## src/rtl/sdcmd_pkg.sv

```systemverilog
package sdcmd_pkg;
  typedef enum logic [3:0] {
    CMD_INHIBIT = 4'd0,
    CMD_NOP     = 4'd1,
    CMD_ACT     = 4'd2,
    CMD_RD      = 4'd3,
    CMD_WR      = 4'd4,
    CMD_BTERM   = 4'd5,
    CMD_PRE     = 4'd6,
    CMD_AREF    = 4'd7,
    CMD_SREF    = 4'd8,
    CMD_MRS     = 4'd9
  } cmd_e;
endpackage

```

## src/rtl/sdcmd_decode.sv

```systemverilog
module sdcmd_decode
  import sdcmd_pkg::*;
(
  input  logic cs_n,
  input  logic ras_n,
  input  logic cas_n,
  input  logic we_n,
  input  logic cke,
  output cmd_e cmd
);
  always_comb begin
    if (cs_n) begin
      cmd = CMD_INHIBIT;
    end else begin
      unique case ({ras_n, cas_n, we_n})
        3'b111:  cmd = CMD_NOP;
        3'b011:  cmd = CMD_ACT;
        3'b101:  cmd = CMD_RD;
        3'b100:  cmd = CMD_WR;
        3'b110:  cmd = CMD_BTERM;
        3'b010:  cmd = CMD_PRE;
        3'b001:  cmd = cke ? CMD_AREF : CMD_SREF;
        default: cmd = CMD_MRS;
      endcase
    end
  end
endmodule

```

## src/rtl/sdcmd_bank.sv

```systemverilog
module sdcmd_bank #(
  parameter int ROW_W     = 12,
  parameter int BURST_LEN = 4
) (
  input  logic             clk,
  input  logic             rst_n,
  input  logic             open_req,
  input  logic             close_req,
  input  logic             ap_req,
  input  logic [ROW_W-1:0] row_in,
  output logic             is_open,
  output logic [ROW_W-1:0] row_q,
  output logic             ap_busy
);
  localparam int CNT_W = (BURST_LEN < 2) ? 1 : $clog2(BURST_LEN);

  logic             open_q, open_d;
  logic [ROW_W-1:0] row_d, row_r;
  logic             pend_q, pend_d;
  logic [CNT_W-1:0] cnt_q, cnt_d;
  logic             row_en;

  always_comb begin
    open_d = open_q;
    row_d  = row_r;
    pend_d = pend_q;
    cnt_d  = cnt_q;
    row_en = 1'b0;
    if (close_req) begin
      open_d = 1'b0;
      pend_d = 1'b0;
    end else if (open_req) begin
      open_d = 1'b1;
      row_d  = row_in;
      row_en = 1'b1;
    end else if (ap_req) begin
      pend_d = 1'b1;
      cnt_d  = CNT_W'(BURST_LEN - 1);
    end else if (pend_q) begin
      if (cnt_q == '0) begin
        open_d = 1'b0;
        pend_d = 1'b0;
      end else begin
        cnt_d = cnt_q - 1'b1;
      end
    end
  end

  always_ff @(posedge clk or negedge rst_n) begin
    if (!rst_n) begin
      open_q <= 1'b0;
      pend_q <= 1'b0;
      cnt_q  <= '0;
    end else begin
      open_q <= open_d;
      pend_q <= pend_d;
      cnt_q  <= cnt_d;
    end
  end

  always_ff @(posedge clk or negedge rst_n) begin
    if (!rst_n) begin
      row_r <= '0;
    end else if (row_en) begin
      row_r <= row_d;
    end
  end

  assign is_open = open_q;
  assign row_q   = row_r;
  assign ap_busy = pend_q;
endmodule

```

## src/rtl/sdcmd_tracker.sv

```systemverilog
module sdcmd_tracker
  import sdcmd_pkg::*;
#(
  parameter int NBANKS    = 4,
  parameter int ROW_W     = 12,
  parameter int AP_BIT    = 10,
  parameter int TMRD      = 2,
  parameter int BURST_LEN = 4,
  localparam int BA_W     = $clog2(NBANKS)
) (
  input  logic                    clk,
  input  logic                    rst_n,
  input  logic                    cs_n,
  input  logic                    ras_n,
  input  logic                    cas_n,
  input  logic                    we_n,
  input  logic                    cke,
  input  logic [BA_W-1:0]         ba,
  input  logic [ROW_W-1:0]        addr,
  output logic [3:0]              cmd_o,
  output logic                    err_o,
  output logic [NBANKS-1:0]       bank_open_o,
  output logic [NBANKS*ROW_W-1:0] bank_row_o,
  output logic [ROW_W-1:0]        mode_o
);
  localparam int MRD_W = (TMRD < 2) ? 1 : $clog2(TMRD);

  cmd_e              cmd_now;
  cmd_e              cmd_q;
  logic              err_d, err_q;
  logic [ROW_W-1:0]  mode_q;
  logic              mode_en;
  logic [MRD_W-1:0]  mrd_q, mrd_d;
  logic [NBANKS-1:0] open_v, busy_v;
  logic              is_exec, hit_open, hit_busy;
  logic              bad_act, bad_rw, bad_mrs, bad_mrd, accept;

  sdcmd_decode u_dec (
    .cs_n  (cs_n),
    .ras_n (ras_n),
    .cas_n (cas_n),
    .we_n  (we_n),
    .cke   (cke),
    .cmd   (cmd_now)
  );

  always_comb begin
    is_exec  = (cmd_now != CMD_INHIBIT) && (cmd_now != CMD_NOP);
    hit_open = open_v[ba];
    hit_busy = busy_v[ba];
    bad_act  = (cmd_now == CMD_ACT) && hit_open;
    bad_rw   = ((cmd_now == CMD_RD) || (cmd_now == CMD_WR)) && (!hit_open || hit_busy);
    bad_mrs  = (cmd_now == CMD_MRS) && (|open_v);
    bad_mrd  = (mrd_q != '0) && is_exec;
    err_d    = bad_act | bad_rw | bad_mrs | bad_mrd;
    accept   = !err_d;
    mode_en  = accept && (cmd_now == CMD_MRS);
    if (mode_en) begin
      mrd_d = MRD_W'(TMRD - 1);
    end else if (mrd_q != '0) begin
      mrd_d = mrd_q - 1'b1;
    end else begin
      mrd_d = mrd_q;
    end
  end

  for (genvar gi = 0; gi < NBANKS; gi++) begin : g_bank
    logic sel, open_req, close_req, ap_req;
    always_comb begin
      sel       = (ba == BA_W'(gi));
      open_req  = accept && (cmd_now == CMD_ACT) && sel;
      close_req = accept && (cmd_now == CMD_PRE) && (addr[AP_BIT] || sel);
      ap_req    = accept && ((cmd_now == CMD_RD) || (cmd_now == CMD_WR)) &&
                  addr[AP_BIT] && sel;
    end
    sdcmd_bank #(
      .ROW_W     (ROW_W),
      .BURST_LEN (BURST_LEN)
    ) u_bank (
      .clk       (clk),
      .rst_n     (rst_n),
      .open_req  (open_req),
      .close_req (close_req),
      .ap_req    (ap_req),
      .row_in    (addr),
      .is_open   (open_v[gi]),
      .row_q     (bank_row_o[gi*ROW_W +: ROW_W]),
      .ap_busy   (busy_v[gi])
    );
  end

  always_ff @(posedge clk or negedge rst_n) begin
    if (!rst_n) begin
      cmd_q <= CMD_INHIBIT;
      err_q <= 1'b0;
      mrd_q <= '0;
    end else begin
      cmd_q <= cmd_now;
      err_q <= err_d;
      mrd_q <= mrd_d;
    end
  end

  always_ff @(posedge clk or negedge rst_n) begin
    if (!rst_n) begin
      mode_q <= '0;
    end else if (mode_en) begin
      mode_q <= addr;
    end
  end

  assign cmd_o       = cmd_q;
  assign err_o       = err_q;
  assign bank_open_o = open_v;
  assign mode_o      = mode_q;
endmodule

```

## config.mk

```make
export PLATFORM = sky130hd
export DESIGN_NAME = sdcmd_tracker
export DESIGN_NICKNAME = d
export VERILOG_FILES = /design/src/rtl/sdcmd_pkg.sv /design/src/rtl/sdcmd_decode.sv /design/src/rtl/sdcmd_bank.sv /design/src/rtl/sdcmd_tracker.sv
export SDC_FILE = /design/constraint.sdc
export NUM_CORES = 1
export LEC_CHECK = 0
export ABC_CLOCK_PERIOD_IN_PS = 2600
export BUFFER_PORTS_ARGS = -buffer_cell sky130_fd_sc_hd__buf_2
export CORE_MARGIN = 5
export CORE_UTILIZATION = 45
export DETAILED_ROUTE_END_ITERATION = 7
export PLACE_DENSITY = 0.73
export SYNTH_ARGS = -nofsm -noshare
export SYNTH_HDL_FRONTEND = slang
export SYNTH_SLANG_ARGS = --single-unit
```

## constraint.sdc

```tcl
create_clock -name clk -period 2.6 [get_ports clk]
set_input_delay 0.52 -clock clk [delete_from_list [all_inputs] [get_ports clk]]
set_output_delay 0.52 -clock clk [all_outputs]
set_load 0.005 [all_outputs]
```

==> results of run 1 <==
[cell usage after synthesis (2+ instances only)]
| cell type | count | share of area |
|---|---|---|
| buf_2 | 2 | 0.0027 |
| nor2_1 | 13 | 0.013 |
| mux2i_1 | 2 | 0.0054 |
| ha_1 | 4 | 0.013 |
| or2_2 | 2 | 0.0034 |
| buf_6 | 3 | 0.0091 |
| a22oi_1 | 2 | 0.0040 |
| mux2_2 | 61 | 0.18 |
| nand2b_1 | 6 | 0.010 |
| a21oi_1 | 11 | 0.015 |
| o21ai_0 | 8 | 0.011 |
| nor3_1 | 5 | 0.0067 |
| a211oi_1 | 3 | 0.0060 |
| buf_4 | 5 | 0.010 |
| nand2_1 | 26 | 0.026 |
| nor4_1 | 2 | 0.0034 |
| clkbuf_1 | 5 | 0.0050 |
| nand4_1 | 6 | 0.010 |
| a31o_2 | 2 | 0.0047 |
| dfrtp_1 | 82 | 0.55 |
| nor4_4 | 3 | 0.017 |
| nor4b_1 | 2 | 0.0047 |
| mux4_2 | 2 | 0.012 |
| buf_1 | 2 | 0.0020 |
| nor2b_1 | 7 | 0.012 |
| a31oi_1 | 3 | 0.0050 |
| nand3_1 | 7 | 0.0094 |
| inv_1 | 11 | 0.011 |
[placed cells by master (no fill, tap or decap), types with 2 or more instances in the layout]
master,Yosys,final
a211oi_1,3,3
dfrtp_1,82,82
a31oi_1,3,3
mux2i_1,2,2
nor2_1,13,13
nor4_4,3,3
nand4_1,6,6
nor2b_1,7,7
nor4b_1,2,2
mux2_2,61,61
buf_4,5,14
nor3_1,5,5
o21ai_0,8,8
nand2_1,26,26
ha_1,4,4
mux4_2,2,2
nand3_1,7,7
buf_2,2,88
clkinv_2,0,2
nand2b_1,6,6
nor4_1,2,2
a21oi_1,11,11
a31o_2,2,2
clkbuf_8,0,9
inv_1,11,11
clkinvlp_4,0,3
or2_2,2,2
a22oi_1,2,2
[cells by family (layout without fill, tap and decap cells)]
| logic type | Yosys count | count (layout) | synth area share |
|---|---|---|---|
| AND/OR/NAND/NOR | 84 | 84 | 0.130 |
| flip-flops | 82 | 82 | 0.551 |
| buffers and inverters | 28 | 129 | 0.0399 |
| multiplexers | 65 | 65 | 0.202 |
| AO/OA/AOI/OAI | 37 | 37 | 0.0645 |
| adder cells (fa/ha/maj) | 4 | 4 | 0.0134 |
[per-stage QoR]
step	area, µm²	power [mW]	instances	util	hold WS, ns
floorplan	3730	2.02	300	-	0.224
global placement	4320	2.32	491	0.531	0.483
detailed placement	4320	2.36	491	0.531	0.491
CTS	4480	3.15	506	0.550	0.171
global route	4480	3.32	506	0.550	0.198
finish	4480	3.11	506	0.550	0.165
[power breakdown]
| part | total (mW) | internal [mW] | switching [mW] |
|---|---|---|---|
| Sequential | 1.63 | 1.51 | 0.123 |
| Clock | 0.782 | 0.338 | 0.443 |
| Combinational | 0.700 | 0.365 | 0.335 |
| Total | 3.11 | 2.21 | 0.902 |
[sequential cells by signal, indices dropped and copies added, names as in the netlist]
register,count
mode_o,12
g_bank.u_bank.ap_busy,4
g_bank.u_bank.is_open,4
g_bank.u_bank.cnt_q,8
cmd_o,4
mrd_q,1
err_o,1
g_bank.u_bank.row_q,48
[worst max path at each step]
stage | start | end
6_report | g_bank[3].u_bank.is_open | g_bank[1].u_bank.row_q[5]
5_1_grt | g_bank[3].u_bank.is_open | g_bank[1].u_bank.row_q[5]
4_1_cts | g_bank[2].u_bank.is_open | g_bank[1].u_bank.row_q[5]
3_5_place_dp | ba[0] | g_bank[1].u_bank.row_q[5]
3_3_place_gp | ba[0] | g_bank[1].u_bank.row_q[8]
2_1_floorplan | ba[0] | g_bank[1].u_bank.row_q[11]
[layer usage]
metal	vias to the layer above	share of wire
met5	-	0
met4	0	0.0090
met3	9	0.082
met2	88	0.49
met1	1349	0.42
li1	1264	-
[critical path, cell delays in order, from the launching register on]
cell and delay, ns:
dfrtp_1 0.44, mux4_2 0.64, nor4_4 0.30, buf_4 0.28, mux2_2 0.37
[cell type report]
class / count / area [µm²]
Fill cell: 700 / 3660
Sequential cell: 82 / 2050
Timing Repair Buffer: 103 / 566
Clock inverter: 5 / 32.5
Tap cell: 105 / 131
Multi-Input combinational cell: 190 / 1530
Clock buffer: 10 / 128
Inverter: 11 / 41.3
==> flow_summary.json, run 1 <==
{
  "vias_per_cell": 5.36,
  "syn-cell-area_um2": 3730,
  "ant_nets": 0,
  "crit_arrival_ns": 2.39,
  "cts_root_buf": "clkbuf_8",
  "ys_ff_latch": 82,
  "cts_tree": "built",
  "grt_antenna_before_repair": 0,
  "clock_latency_ns": 0.34,
  "synth-edff-count": 0,
  "htreeDepth": 3,
  "r2r_end": "g_bank[1].u_bank.row_q[5]",
  "setup_ws_ns": 0.438,
  "use_met1": 0.227,
  "grt.busiest_layer": "met2",
  "clock_skew_ns": 0.00846,
  "peakVddDrop_mv": 0.509,
  "core_area_um2": 8130,
  "cts_hold_buf": 0,
  "io_pins": 90,
  "fp.dieW_um": 101,
  "worst_setup_path_start_kind": "flop",
  "first_iter_violations": 120,
  "async_flop_share": 1.00,
  "syn_avg_cell_area_um2": 12.4,
  "num_vias": 2710,
  "power.leakage_nw": 2.25,
  "diodes": 0,
  "status": "finished clean",
  "area_delta_synth_final_pct": 20.1,
  "cts_buffers": 9,
  "grt_pass1_vias": 2841,
  "grtUsageMet2": 0.293,
  "remaining_drc_errors": 0,
  "fin_crit_ns": 2.16,
  "row_count": 33,
  "ys.flop_type": "dfrtp_1",
  "gp_congestion": 0.813,
  "setup_viol": 0,
  "gr-usage-met3": 0.0720,
  "path_class": "flop to flop",
  "cts_setup_buffers": 0,
  "synthesis.nets": 325,
  "wl_per_cell_um": 16.8,
  "initial_core_util": 0.458,
  "worstPathRequired_ns": 2.83,
  "maxSlewViolCount": 0,
  "nets": 422,
  "fmax_mhz": 463,
  "routed_wirelength_um": 8510,
  "p_per_area_nw_per_um2": 695,
  "grt_max_degree": 43,
  "yosysUniqueCellTypes": 41,
  "rsz0062_at_grt": "false",
  "reg2reg_from": "g_bank[3].u_bank.is_open",
  "final_layout_size_suffix_gt1_frac": 0.471,
  "crit_fanout": 14,
  "post-place-ws_ns": 0.258,
  "worst_slew_pin_slew_ns": 0.559,
  "dieArea_um2": 10200,
  "cts_resized": 0,
  "tns_ns": 0,
  "first_pass_iters": 4,
  "relSlewSlack": 0.628,
  "grt_usage": 0.180,
  "synthCells": 300,
  "maxCapViolCount": 0,
  "r2r_cells": 4,
  "hold_path_class": "input port to async pin",
  "critPathCaptureType": "flop",
  "cts_sinks": 82,
  "regToRegSetupSlack_ns": 0.44,
  "yosysWarnings": 0,
  "die_h_um": 101,
  "place_hpwl_um": 6110,
  "cts_buffer_depth": 2,
  "grt_pass1_wl_um": 14400,
  "synth_seq_area_share": 0.551,
  "gr-total-overflow": 0,
  "hold_viol_final": 0,
  "port_buffers": 89,
  "cts.clk_slew.worst_paths_ns": 0.08,
  "finalCritPeriodShare": 0.831
}
Power figures use the tool's default switching activity.
==> run 2, diff against run 1 <==
Settings changed: ABC_CLOCK_PERIOD_IN_PS 2600 to 2000.
Clock period 2.6 ns to 2 ns, I/O delays scaled along.
==> run 2 against run 1 <==
Cell count is 3.0% higher. Sequential power is 29% higher. Global-route usage is 0.24 points lower. Sequential share of layout area is 2.0 points lower. Critical path depth stayed put. Combinational power is 37% higher. Via count is 1.7% higher. Setup slack worse by 0.40 ns. Register-to-register slack worse by 0.40 ns. Clock skew is 0.00061 ns higher.
==> flow_summary.json, run 2 (same netlist as run 1, synthesis figures left out) <==
{
  "grt_pass1_wl_um": 14300,
  "wl_per_cell_um": 16.5,
  "worstPathRequired_ns": 2.24,
  "final_cell_area_um2": 4680,
  "largest_reg_flops": 48,
  "clock_skew_ns": 0.00907,
  "gr-total-overflow": 0,
  "fin_crit_ns": 1.96,
  "crit_arrival_ns": 2.20,
  "crit_fanout": 6,
  "area_delta_synth_final_pct": 25.6,
  "cp_slowest_cell": "mux4_2",
  "row_count": 33,
  "place_hpwl_um": 6360,
  "diodes": 0,
  "final_layout_size_suffix_gt1_frac": 0.493,
  "setup_viol": 0,
  "relSlewSlack": 0.660,
  "port_buffers": 89,
  "regToRegSetupSlack_ns": 0.04,
  "routed_wirelength_um": 8620,
  "layout_common_cells": "88 x buf_2, 82 x dfrtp_1, 58 x mux2_2",
  "cts_sinks": 82,
  "status": "finished clean",
  "grt_usage": 0.178,
  "vias_per_cell": 5.29,
  "maxSlewViolCount": 0,
  "initial_core_util": 0.458,
  "finalCritPeriodShare": 0.982,
  "maxCapViolCount": 0,
  "crit_chain": "mux4_2, nor4b_4, buf_4, mux2_2",
  "clock_latency_ns": 0.35,
  "critPathCaptureType": "flop",
  "reg2reg_from": "g_bank[3].u_bank.is_open",
  "r2r_end": "g_bank[0].u_bank.row_q[6]",
  "dpl_cell_area_um2": 4450,
  "die_h_um": 101,
  "ant_nets": 0,
  "min-delay-start": "cke",
  "num_vias": 2755,
  "fmax_mhz": 509,
  "rsz0062_at_grt": "true",
  "peakVddDrop_mv": 0.524,
  "cts_tree": "built",
  "nets": 438,
  "hold_path_class": "input port to flop",
  "min_to": "cmd_o[3]",
  "cts_setup_buffers": 0,
  "first_iter_violations": 100,
  "power.leakage_nw": 2.37,
  "cts_root_buf": "clkbuf_8",
  "io_pins": 90,
  "final_common_cell": "buf_2",
  "core_area_um2": 8130,
  "remaining_drc_errors": 0,
  "hold_depth": 2,
  "htreeDepth": 3,
  "total_power_mw": 4.35,
  "cts.clk_slew.worst_paths_ns": 0.08,
  "worst_setup_path_start_kind": "flop",
  "grt_max_degree": 61,
  "first_pass_iters": 4,
  "grt_pass1_vias": 2857,
  "dieArea_um2": 10200,
  "p_per_area_nw_per_um2": 929,
  "hold_viol_final": 0,
  "worst_slew_pin_slew_ns": 0.511,
  "cts_buffer_depth": 2,
  "cts_buffers": 9,
  "path_class": "flop to flop",
  "critPathMaxStageDelay_ns": 0.62,
  "fp.dieW_um": 101,
  "gp_congestion": 0.820,
  "r2r_cells": 4,
  "grt_antenna_before_repair": 0
}
## run 2: routing by layer
metal | vias to the layer above | GRT usage | share of wire
met3 | 7 | 0.0644 | 0.084
met4 | 0 | 0.0429 | 0.0075
met5 | - | 0 | 0
met2 | 71 | 0.283 | 0.47
met1 | 1378 | 0.232 | 0.44
li1 | 1299 | - | -
## run 2: layout make-up
type | instances | area [µm²]
clock buffer | 9 | 124
clock inverter | 5 | 81.3
fill | 685 | 3450
inverter | 11 | 41.3
multi-input combinational | 190 | 1540
sequential | 82 | 2050
tap | 105 | 131
timing repair buffer | 119 | 708
## run 2: what timing repair did
| item | 4_1_cts | 5_1_grt |
|---|---|---|
| endpoints found under the hold margin | 22 | 0 |
| gates resized for setup | 0 | 5 |
| endpoints found under the setup margin | 0 | 13 |
| hold buffers | 1 | 0 |
## run 2: per-stage QoR
stage          setup TNS (ns)  setup WS, ns  std cells  hold slack (ns)  utilization
2_1_floorplan               0      0.000167        300            0.104            -
3_3_place_gp            -2.94       -0.0967        506            0.318        0.547
3_5_place_dp            -3.74        -0.109        506            0.322        0.547
4_1_cts                     0        0.0144        521            0.282        0.573
5_1_grt               -0.0669       -0.0108        521            0.314        0.575
6_report                    0        0.0357        521            0.293        0.575
## run 2: critical path, delay by kind of cell, from the launching register on
kind	cells	cell delay, ns
and+or+nand+nor	1	0.27
DFF	1	0.39
muxes	2	0.97
buffers and inverters	1	0.21
## run 2: how the worst max path moves through the flow
stage                              from                          to  cells after the start  slack, ns
6_report       g_bank[3].u_bank.is_open   g_bank[0].u_bank.row_q[6]                      4       0.04
3_3_place_gp                      ba[0]   g_bank[1].u_bank.row_q[4]                      5       -0.1
5_1_grt        g_bank[3].u_bank.is_open   g_bank[0].u_bank.row_q[6]                      4      -0.01
3_5_place_dp                      ba[0]   g_bank[1].u_bank.row_q[7]                      5      -0.11
4_1_cts        g_bank[3].u_bank.is_open  g_bank[2].u_bank.row_q[11]                      4       0.01
2_1_floorplan                     ba[0]   g_bank[0].u_bank.row_q[2]                      4     0.0002
## run 2: report_power, final
group | internal (mW) | switching, mW
Sequential | 1.96 | 0.150
Combinational | 0.509 | 0.450
Clock | 0.689 | 0.595
Total | 3.16 | 1.19
